--- src/rtl/peres_gate.sv ---
module peres_gate (
  input  logic x_i,
  input  logic y_i,
  input  logic z_i,
  output logic p_o,
  output logic q_o,
  output logic r_o
);
  assign p_o = x_i;
  assign q_o = x_i ^ y_i;
  assign r_o = (x_i & y_i) ^ z_i;
endmodule

--- src/rtl/fredkin_gate.sv ---
module fredkin_gate (
  input  logic c_i,
  input  logic p_i,
  input  logic q_i,
  output logic c_o,
  output logic p_o,
  output logic q_o
);
  assign c_o = c_i;
  assign p_o = (~c_i & p_i) | (c_i & q_i);
  assign q_o = (c_i & p_i) | (~c_i & q_i);
endmodule

--- src/rtl/rev_bit_slice.sv ---
module rev_bit_slice (
  input  logic       a_i,
  input  logic       b_i,
  input  logic       s0_i,
  input  logic       s1_i,
  input  logic       cin_i,
  input  logic       const_i,
  output logic       sum_o,
  output logic       cout_o,
  output logic [1:0] fa_garb_o,
  output logic [1:0] cond_garb_o
);
  logic y, ax, g0, axy, g1;

  // B steers which select line reaches Y: 0 -> s0, 1 -> s1
  fredkin_gate u_cond (
    .c_i (b_i),
    .p_i (s0_i),
    .q_i (s1_i),
    .c_o (cond_garb_o[0]),
    .p_o (y),
    .q_o (cond_garb_o[1])
  );

  peres_gate u_pg0 (
    .x_i (a_i),
    .y_i (y),
    .z_i (const_i),
    .p_o (g0),
    .q_o (ax),
    .r_o (axy)
  );

  peres_gate u_pg1 (
    .x_i (ax),
    .y_i (cin_i),
    .z_i (axy),
    .p_o (g1),
    .q_o (sum_o),
    .r_o (cout_o)
  );

  assign fa_garb_o = {g1, g0};
endmodule

--- src/rtl/rev_arith_unit.sv ---
module rev_arith_unit #(
  parameter int unsigned WIDTH = 4
) (
  input  logic [WIDTH-1:0]   a_i,
  input  logic [WIDTH-1:0]   b_i,
  input  logic               s0_i,
  input  logic               s1_i,
  input  logic               cin_i,
  input  logic [WIDTH-1:0]   const_i,
  output logic [WIDTH-1:0]   f_o,
  output logic               cout_o,
  output logic [2*WIDTH-1:0] fa_garb_o,
  output logic [2*WIDTH-1:0] cond_garb_o
);
  localparam int unsigned GW = 2 * WIDTH;

  logic [WIDTH:0] carry;

  assign carry[0] = cin_i;

  for (genvar i = 0; i < WIDTH; i++) begin : g_slice
    rev_bit_slice u_slice (
      .a_i         (a_i[i]),
      .b_i         (b_i[i]),
      .s0_i        (s0_i),
      .s1_i        (s1_i),
      .cin_i       (carry[i]),
      .const_i     (const_i[i]),
      .sum_o       (f_o[i]),
      .cout_o      (carry[i+1]),
      .fa_garb_o   (fa_garb_o[2*i+1:2*i]),
      .cond_garb_o (cond_garb_o[2*i+1:2*i])
    );
  end

  assign cout_o = carry[WIDTH];

  if (GW != WIDTH * 2) begin : g_bad_width
    $error("garbage width mismatch");
  end
endmodule

--- config.mk ---
export PLATFORM = sky130hd
export DESIGN_NAME = rev_arith_unit
export DESIGN_NICKNAME = d
export VERILOG_FILES = /design/src/rtl/peres_gate.sv /design/src/rtl/fredkin_gate.sv /design/src/rtl/rev_bit_slice.sv /design/src/rtl/rev_arith_unit.sv
export SDC_FILE = /design/constraint.sdc
export NUM_CORES = 1
export LEC_CHECK = 0
export BUFFER_PORTS_ARGS = -buffer_cell sky130_fd_sc_hd__buf_2
export CORE_AREA = 4 4 41 43
export DETAILED_ROUTE_END_ITERATION = 12
export DIE_AREA = 0 0 45 47
export GPL_TIMING_DRIVEN = 0
export PLACE_DENSITY = 0.79
export SETUP_SLACK_MARGIN = 0.05
export SYNTH_ARGS = -nofsm -noshare
export SYNTH_HDL_FRONTEND = slang
export SYNTH_HIERARCHICAL = 1
export SYNTH_SLANG_ARGS = --single-unit
--- constraint.sdc ---
create_clock -name vclk -period 2.4
set_input_delay 0.12 -clock vclk [all_inputs]
set_output_delay 0.12 -clock vclk [all_outputs]
set_load 0.03 [all_outputs]
==> reports/results.ini, run 1 <==
[placed_design]
dpl.hpwl_um = 864
gp_congestion = 0.633
post-place-ws_ns = -0.271
portBuffers = 36
placed_cell_area_um2 = 633
dp.cells = 95

[finish]
fin_util_pct = 54.9
n_antenna_cell = 0
drive_above_1_share_pct = 88.9
nClkBuffers = 0
fillers = 137
multi_input_area_um2 = 323
final-instance-count-excl-fill = 96
seq_cell_count = 0
register_area_um2 = 0
syn_to_final_growth_pct = 74.1
finish.instance_area_um2 = 714
fin_nets = 106

[status]
outcome = finished, violations left
violations = negative setup slack

[power_and_ir_drop]
p_seq_share_pct = 0
power_mw = 0.325
clockPowerShare_pct = 0
power_density_nw_per_um2 = 455
p_leak_nw = 0.394
ir_drop_mv = 0.255
power.internal_mw = 0.146
p_comb_share_pct = 100.0
switching_share_pct = 55.1
p_switching_mw = 0.179

[critical_path]
path_class = primary input to primary output
cp-end-kind = primary output
cp-start-kind = primary input
crit_path_max_fanout = 2
arrival_ns = 2.30
crit_required_ns = 2.28

[min_path]
min_from = b_i[1]
worst_hold_path.endpoint = cond_garb_o[2]
hp-class = primary input to primary output
holdPathStages = 3

[die]
row_count = 13
io_pins = 36
die_w_um = 45
die_h_um = 47
core-area_um2 = 1300
initial_utilization_pct = 31.5
die-area_um2 = 2120

[routing]
wl_per_cell_um = 10.1
firstDrtPassIters = 1
drc = 0
drt_iter0_markers = 0
antenna_left = 0
num_vias = 384
wl_um = 965
via_per_inst = 4.00

[yosys]
synth-seq-area-share_pct = 0
ys_types = 4
syn_area_um2 = 410
avgSynthCellArea_um2 = 9.33
synth_cells = 44
synth_nets = 67
ys_warn_count = 6
yosysTopAreaCell = buf_4
synth_top_area_share_pct = 36.6
ys_top_cells_by_area = buf_4, ha_1, mux2_2

[sta]
setup_tns_ns = -0.0175
final.hold.worst_slack_ns = 0.619
achievable-frequency_ghz = 0.414
hold_viol = 0
setup_violations = 1
worstMarginPinSlew_ns = 0.413
rsz0062_at_grt = yes
drv_slew = 0
timing.final.crit_period_ns = 2.42
max_slew_margin_pct = 72.3
fin_crit_sh_pct = 101
timing.final.ws_setup_ns = -0.0175

[global_route]
grt_pass1_wl_mm = 1.52
grt-ovfl-total = 0
antenna_found_initial = 0
grt_max_degree = 9
grt_pass1_vias = 373
track_usage_pct = 9.45

[job]
drv_cap = 0

## layout make-up
| cell class | instances | share of cell area (%) |
|---|---|---|
| Multi-Input combinational cell | 24 | 45.2 |
| Timing Repair Buffer | 37 | 31.2 |
| Buffer | 20 | 21.0 |
| Tap cell | 15 | 2.63 |
## critical path, stage by stage
cell	delay [ns]
buf_8	0.10
mux2_4	0.30
ha_4	0.23
ha_4	0.15
xor2_1	0.15
ha_2	0.19
xor2_2	0.17
ha_2	0.18
xor2_1	0.16
ha_2	0.24
xor2_4	0.16
buf_6	0.15
## cells in the mapped netlist
cell type  instances
ha_1               8
buf_4             20
xor2_1             8
mux2_2             8
## layout by cell type, fill, tap and decap left out
| cell | count |
|---|---|
| ha_4 | 2 |
| buf_2 | 31 |
| xor2_2 | 1 |
| ha_2 | 3 |
| buf_4 | 21 |
| xor2_1 | 6 |
| buf_8 | 1 |
| ha_1 | 3 |
| buf_6 | 4 |
| xor2_4 | 1 |
| mux2_4 | 1 |
| mux2_2 | 7 |
## power by group through the flow
stage | Combinational (mW) | Sequential, mW | Clock [mW]
6_report | 0.325 | 0 | 0
4_1_cts | 0.327 | 0 | 0
2_1_floorplan | 0.231 | 0 | 0
3_5_place_dp | 0.291 | 0 | 0
5_1_grt | 0.349 | 0 | 0
3_3_place_gp | 0.283 | 0 | 0
## how the worst max path moves through the flow
stage	cells past startpoint	start	slack, ns	end
after floorplan	10	b_i[0]	0.06	cout_o
after global placement	12	b_i[0]	-0.21	cout_o
after detailed placement	12	b_i[0]	-0.27	cout_o
after CTS	12	b_i[0]	-0.06	cout_o
after global routing	12	b_i[0]	-0.1	cout_o
final	12	b_i[0]	-0.02	cout_o
## metal layers
metal  vias up  GRT usage (%)  share of wire, %
met5         -              0                 0
met4         0              0                 0
met3         0           1.53                15
met2        27           20.6                52
met1       157           9.68                32
li1        200              -                 -
## cells by family (layout without fill, tap and decap cells)
| logic type | count (synthesis) | after routing | share of synthesized area, % |
|---|---|---|---|
| muxes | 8 | 8 | 22.0 |
| adders and majority gates | 8 | 8 | 24.4 |
| buffers and inverters | 20 | 57 | 36.6 |
| xor gates and xnor gates | 8 | 8 | 17.1 |
## repair_timing
item	in CTS	in global routing
pin swaps	5	4
endpoints found under the setup margin	2	2
buffers inserted	1	0
hold buffers	0	0
endpoints found under the hold margin	0	0
resized for setup	15	1
(Power assumes the default switching activity.)
==> run 2, diff against run 1 <==
- PLACE_DENSITY: 0.79 -> 0.83
- SYNTH_HIERARCHICAL: 1 -> unset
- clock period: 2.4 -> 2 ns (I/O delays scaled with it)
==> run 2 against run 1 <==
Cell area shrank 0.35%. Setup slack lost 0.68 ns. Non-clock buffer count shrank 2. Via count shrank 0.52%. The flow still finishes with violations (negative setup slack).
==> reports/results.ini, run 2 <==
[yosys]
yosysMostFrequentCell = buf_4
ys_types = 4
synth_nets = 63
syn_area_um2 = 435
synth-seq-area-share_pct = 0
ys_top_cells_by_area = buf_4, ha_1, xor3_1
avgSynthCellArea_um2 = 10.9
synth_cells = 40
yosysTopAreaCell = buf_4
synth_common_cells = buf_4, ha_1, mux2_2
ys_warn_count = 0
synth_top_area_share_pct = 34.5

[power_and_ir_drop]
power_density_nw_per_um2 = 607
switching_share_pct = 48.8
power_mw = 0.432
ir_drop_mv = 0.338
power.internal_mw = 0.221
clockPowerShare_pct = 0
p_leak_nw = 0.399
p_comb_share_pct = 100.0
p_seq_share_pct = 0
p_switching_mw = 0.211

[job]
drv_cap = 0

[global_route]
grt_max_degree = 9
grt_pass1_wl_mm = 1.62
grt-ovfl-total = 0
antenna_found_initial = 0
track_usage_pct = 10.1
grt_pass1_vias = 393

[sta]
setup_violations = 3
timing.final.ws_setup_ns = -0.700
worstMarginPinSlew_ns = 0.160
fin_crit_sh_pct = 135
timing.final.crit_period_ns = 2.70
achievable-frequency_ghz = 0.370
setup_tns_ns = -1.56
rsz0062_at_grt = yes
max_slew_margin_pct = 89.4
hold_viol = 0
drv_slew = 0

[routing]
firstDrtPassIters = 1
wl_um = 981
antenna_left = 0
drc = 0
via_per_inst = 4.24
wl_per_cell_um = 10.9
drt_iter0_markers = 0
num_vias = 382

[critical_path]
crit_path_max_fanout = 3
cp-end-kind = primary output
path_class = primary input to primary output
cp-start-kind = primary input
crit_required_ns = 1.90
arrival_ns = 2.60

[die]
row_count = 13
die_w_um = 45
die-area_um2 = 2120
io_pins = 36
core-area_um2 = 1300
die_h_um = 47
initial_utilization_pct = 33.5

[finish]
register_area_um2 = 0
fin_nets = 100
seq_cell_count = 0
n_antenna_cell = 0
syn_to_final_growth_pct = 63.5
fillers = 132
drive_above_1_share_pct = 92.0
final_common_cell = buf_2
nClkBuffers = 0
mostFrequentLayoutCells = buf_2, buf_4, buf_6, mux2_2

[status]
outcome = finished, violations left
violations = negative setup slack

[placed_design]
post-place-ws_ns = -0.813
portBuffers = 36
gp_congestion = 0.631

[min_path]
hp-class = primary input to primary output

-- run 2: cell count changes in the layout (fill, tap and decap cells not counted) --
cell	previous run	this run
xor2_4	1	0
xor2_2	1	0
buf_4	21	18
xor3_1	0	3
xor2_1	6	0
buf_8	1	0
buf_6	4	8
buf_2	31	29
xor3_2	0	1
-- run 2: worst paths after layout --
check               from        endpoint  slack [ns]  cells past startpoint
hold / removal    b_i[0]  cond_garb_o[0]        0.55                      3
setup / recovery  b_i[0]          cout_o       -0.70                     12
-- run 2: metrics by stage --
stage               area (µm²)  hold WS, ns  util [%]  instances
finish                     712        0.546      54.7         90
global route               712        0.561      54.7         90
CTS                        706        0.552      54.2         90
detailed placement         676        0.561      51.9         91
global placement           676        0.558      51.9         91
floorplan                  477        0.332         -         40
-- run 2: cells by family (layout without fill, tap and decap cells) --
| family | count (synthesis) | in the layout | synth area share [%] |
|---|---|---|---|
| buf+inv | 20 | 55 | 34.5 |
| mux | 8 | 8 | 20.7 |
| xor+xnor | 4 | 4 | 21.8 |
| fa+ha+maj | 8 | 8 | 23.0 |
-- run 2: what timing repair did --
item                       in CTS  in global routing
pin swaps                       0                  5
resized for setup              11                  2
setup buffers                   0                  0
setup endpoints to repair       3                  3
hold buffers                    0                  0
-- run 2: cell type report --
cell class | count | area (µm²) | area share [%]
plain buffers | 19 | 146 | 20.6
multi-input cells | 20 | 323 | 45.3
well taps | 15 | 18.8 | 2.64
repair buffers | 36 | 224 | 31.5
-- run 2: power groups by stage --
stage | Combinational [mW] | Clock, mW | Sequential, mW
2_1_floorplan | 0.308 | 0 | 0
3_3_place_gp | 0.388 | 0 | 0
3_5_place_dp | 0.400 | 0 | 0
4_1_cts | 0.431 | 0 | 0
5_1_grt | 0.467 | 0 | 0
6_report | 0.432 | 0 | 0
-- run 2: layer usage --
metal	routed length (µm)	GRT usage, %	up-vias	share of wire, %
met2	610	24.3	18	62
met5	0	0	-	0
met4	0	0	0	0
met3	98	0.766	0	10
li1	-	-	191	-
met1	271	9.13	173	28
-- run 2: critical path: stages --
cell	delay (ns)
buf_6	0.10
mux2_4	0.30
ha_4	0.25
ha_4	0.15
xor3_1	0.36
ha_2	0.18
xor3_1	0.19
ha_2	0.17
xor3_1	0.23
ha_2	0.19
xor3_2	0.22
buf_6	0.15
==> run 3, diff against run 2 <==
- BUFFER_PORTS_ARGS: -buffer_cell sky130_fd_sc_hd__buf_2 -> unset
- DONT_BUFFER_PORTS: unset -> 1
- PLACE_DENSITY: 0.83 -> 0.59
==> run 3 against run 2 <==
Non-clock buffer count down 35. First-iteration DRC count unchanged. Core utilization down 16 points. Maximum frequency up 13%. Cell area down 30%. The run still ends with negative setup slack left. Sequential share of layout area unchanged. Combinational power down 24%. Via count down 33%. Count of clock-buffer cells in the layout unchanged. Setup slack better by 0.30 ns. Wire length down 16%. Global-route usage down 2.9 points.
==> reports/results.ini, run 3 (synthesized netlist as in run 2, its figures left out) <==
[status]
outcome = finished, violations left
violations = negative setup slack

[placed_design]
dpl.hpwl_um = 753
portBuffers = 0
post-place-ws_ns = -0.585
gp_congestion = 0.650

[sta]
setup_tns_ns = -0.737
worstMarginPinSlew_ns = 0.189
achievable-frequency_ghz = 0.417
setup_violations = 2
hold_viol = 0
timing.final.ws_setup_ns = -0.398
rsz0062_at_grt = yes
max_slew_margin_pct = 87.4
drv_slew = 0
fin_crit_sh_pct = 120
timing.final.crit_period_ns = 2.40

[die]
initial_utilization_pct = 33.5
io_pins = 36
die_h_um = 47
row_count = 13
die-area_um2 = 2120
core-area_um2 = 1300
die_w_um = 45

[power_and_ir_drop]
ir_drop_mv = 0.305
p_leak_nw = 0.250
power_density_nw_per_um2 = 660

[finish]
mostFrequentLayoutCells = buf_4, mux2_2, xor3_1, ha_2, ha_1
nClkBuffers = 0
final_common_cell = buf_4
seq_cell_count = 0
n_antenna_cell = 0
syn_to_final_growth_pct = 14.7
register_area_um2 = 0
fin_nets = 65
drive_above_1_share_pct = 85.0

[min_path]
hp-class = primary input to primary output

[critical_path]
crit_chain = mux2_4 > ha_4 > ha_4 > xor3_1 > ha_2 > xor3_1 > ha_2 > xor3_1 > ha_2 > xor3_2
cp-start-kind = primary input
cp_num_buf_inv = 0
cp_top_family = adder cells
cp-end-kind = primary output
arrival_ns = 2.30
path_class = primary input to primary output
crit_slowest_cell = xor3_2
crit_path_max_fanout = 3
cp_slowest_stage_delay_ns = 0.32
crit_required_ns = 1.90

[clock_network]
hold_buffers = 0
postCtsSetupBuffers = 0

[routing]
antenna_left = 0
drt_iter0_markers = 0
wl_um = 822
drc = 0
num_vias = 257
firstDrtPassIters = 1
wl_per_cell_um = 14.9
via_per_inst = 4.67

[global_route]
grt_max_degree = 9
track_usage_pct = 7.19
antenna_found_initial = 0
grt_pass1_wl_mm = 1.14
grt_pass1_vias = 272
grt-ovfl-total = 0

[job]
drv_cap = 0

## run 3: cell types whose count changed in the layout (fill, tap and decap cells not counted), sizes merged
cell / before / now
buf: 55 / 20
## run 3: cell type report
| class | instances | area (µm²) |
|---|---|---|
| Fill cell | 134 | 802 |
| Multi-Input combinational cell | 20 | 323 |
| Buffer | 20 | 158 |
| Tap cell | 15 | 18.8 |
## run 3: through the flow
stage / cells / hold WS (ns) / util (%) / power [mW] / area, µm²
after floorplan: 40 / 0.332 / - / 0.308 / 477
after global placement: 55 / 0.336 / 38.1 / 0.325 / 495
after detailed placement: 55 / 0.334 / 38.1 / 0.330 / 495
after CTS: 55 / 0.334 / 38.4 / 0.335 / 499
after global routing: 55 / 0.335 / 38.4 / 0.347 / 499
final: 55 / 0.333 / 38.4 / 0.329 / 499
## run 3: where the power goes
group / leakage [nW] / internal, mW / switching (mW) / total (mW)
Sequential: 0 / 0 / 0 / 0
Clock: 0 / 0 / 0 / 0
Combinational: 0.250 / 0.149 / 0.180 / 0.329
## run 3: timing repair
item | CTS | global route
endpoints found under the setup margin | 3 | 3
pin swaps | 1 | 0
resized for setup | 1 | 0
## run 3: metal layers
metal  up-vias  wire length [µm]  track usage [%]  part of all wire [%]
li1        121                 -                -                     -
met1       112               268             7.06                    33
met2        24               439             16.4                    53
met3         0               114            0.766                    14
met4         0                 0                0                     0
met5         -                 0                0                     0
## run 3: path summary, 6_finish.rpt
check  startpoint        endpoint  slack (ns)  depth (start not counted)
max        b_i[0]          cout_o       -0.40                         10
min        b_i[2]  cond_garb_o[4]        0.33                          1
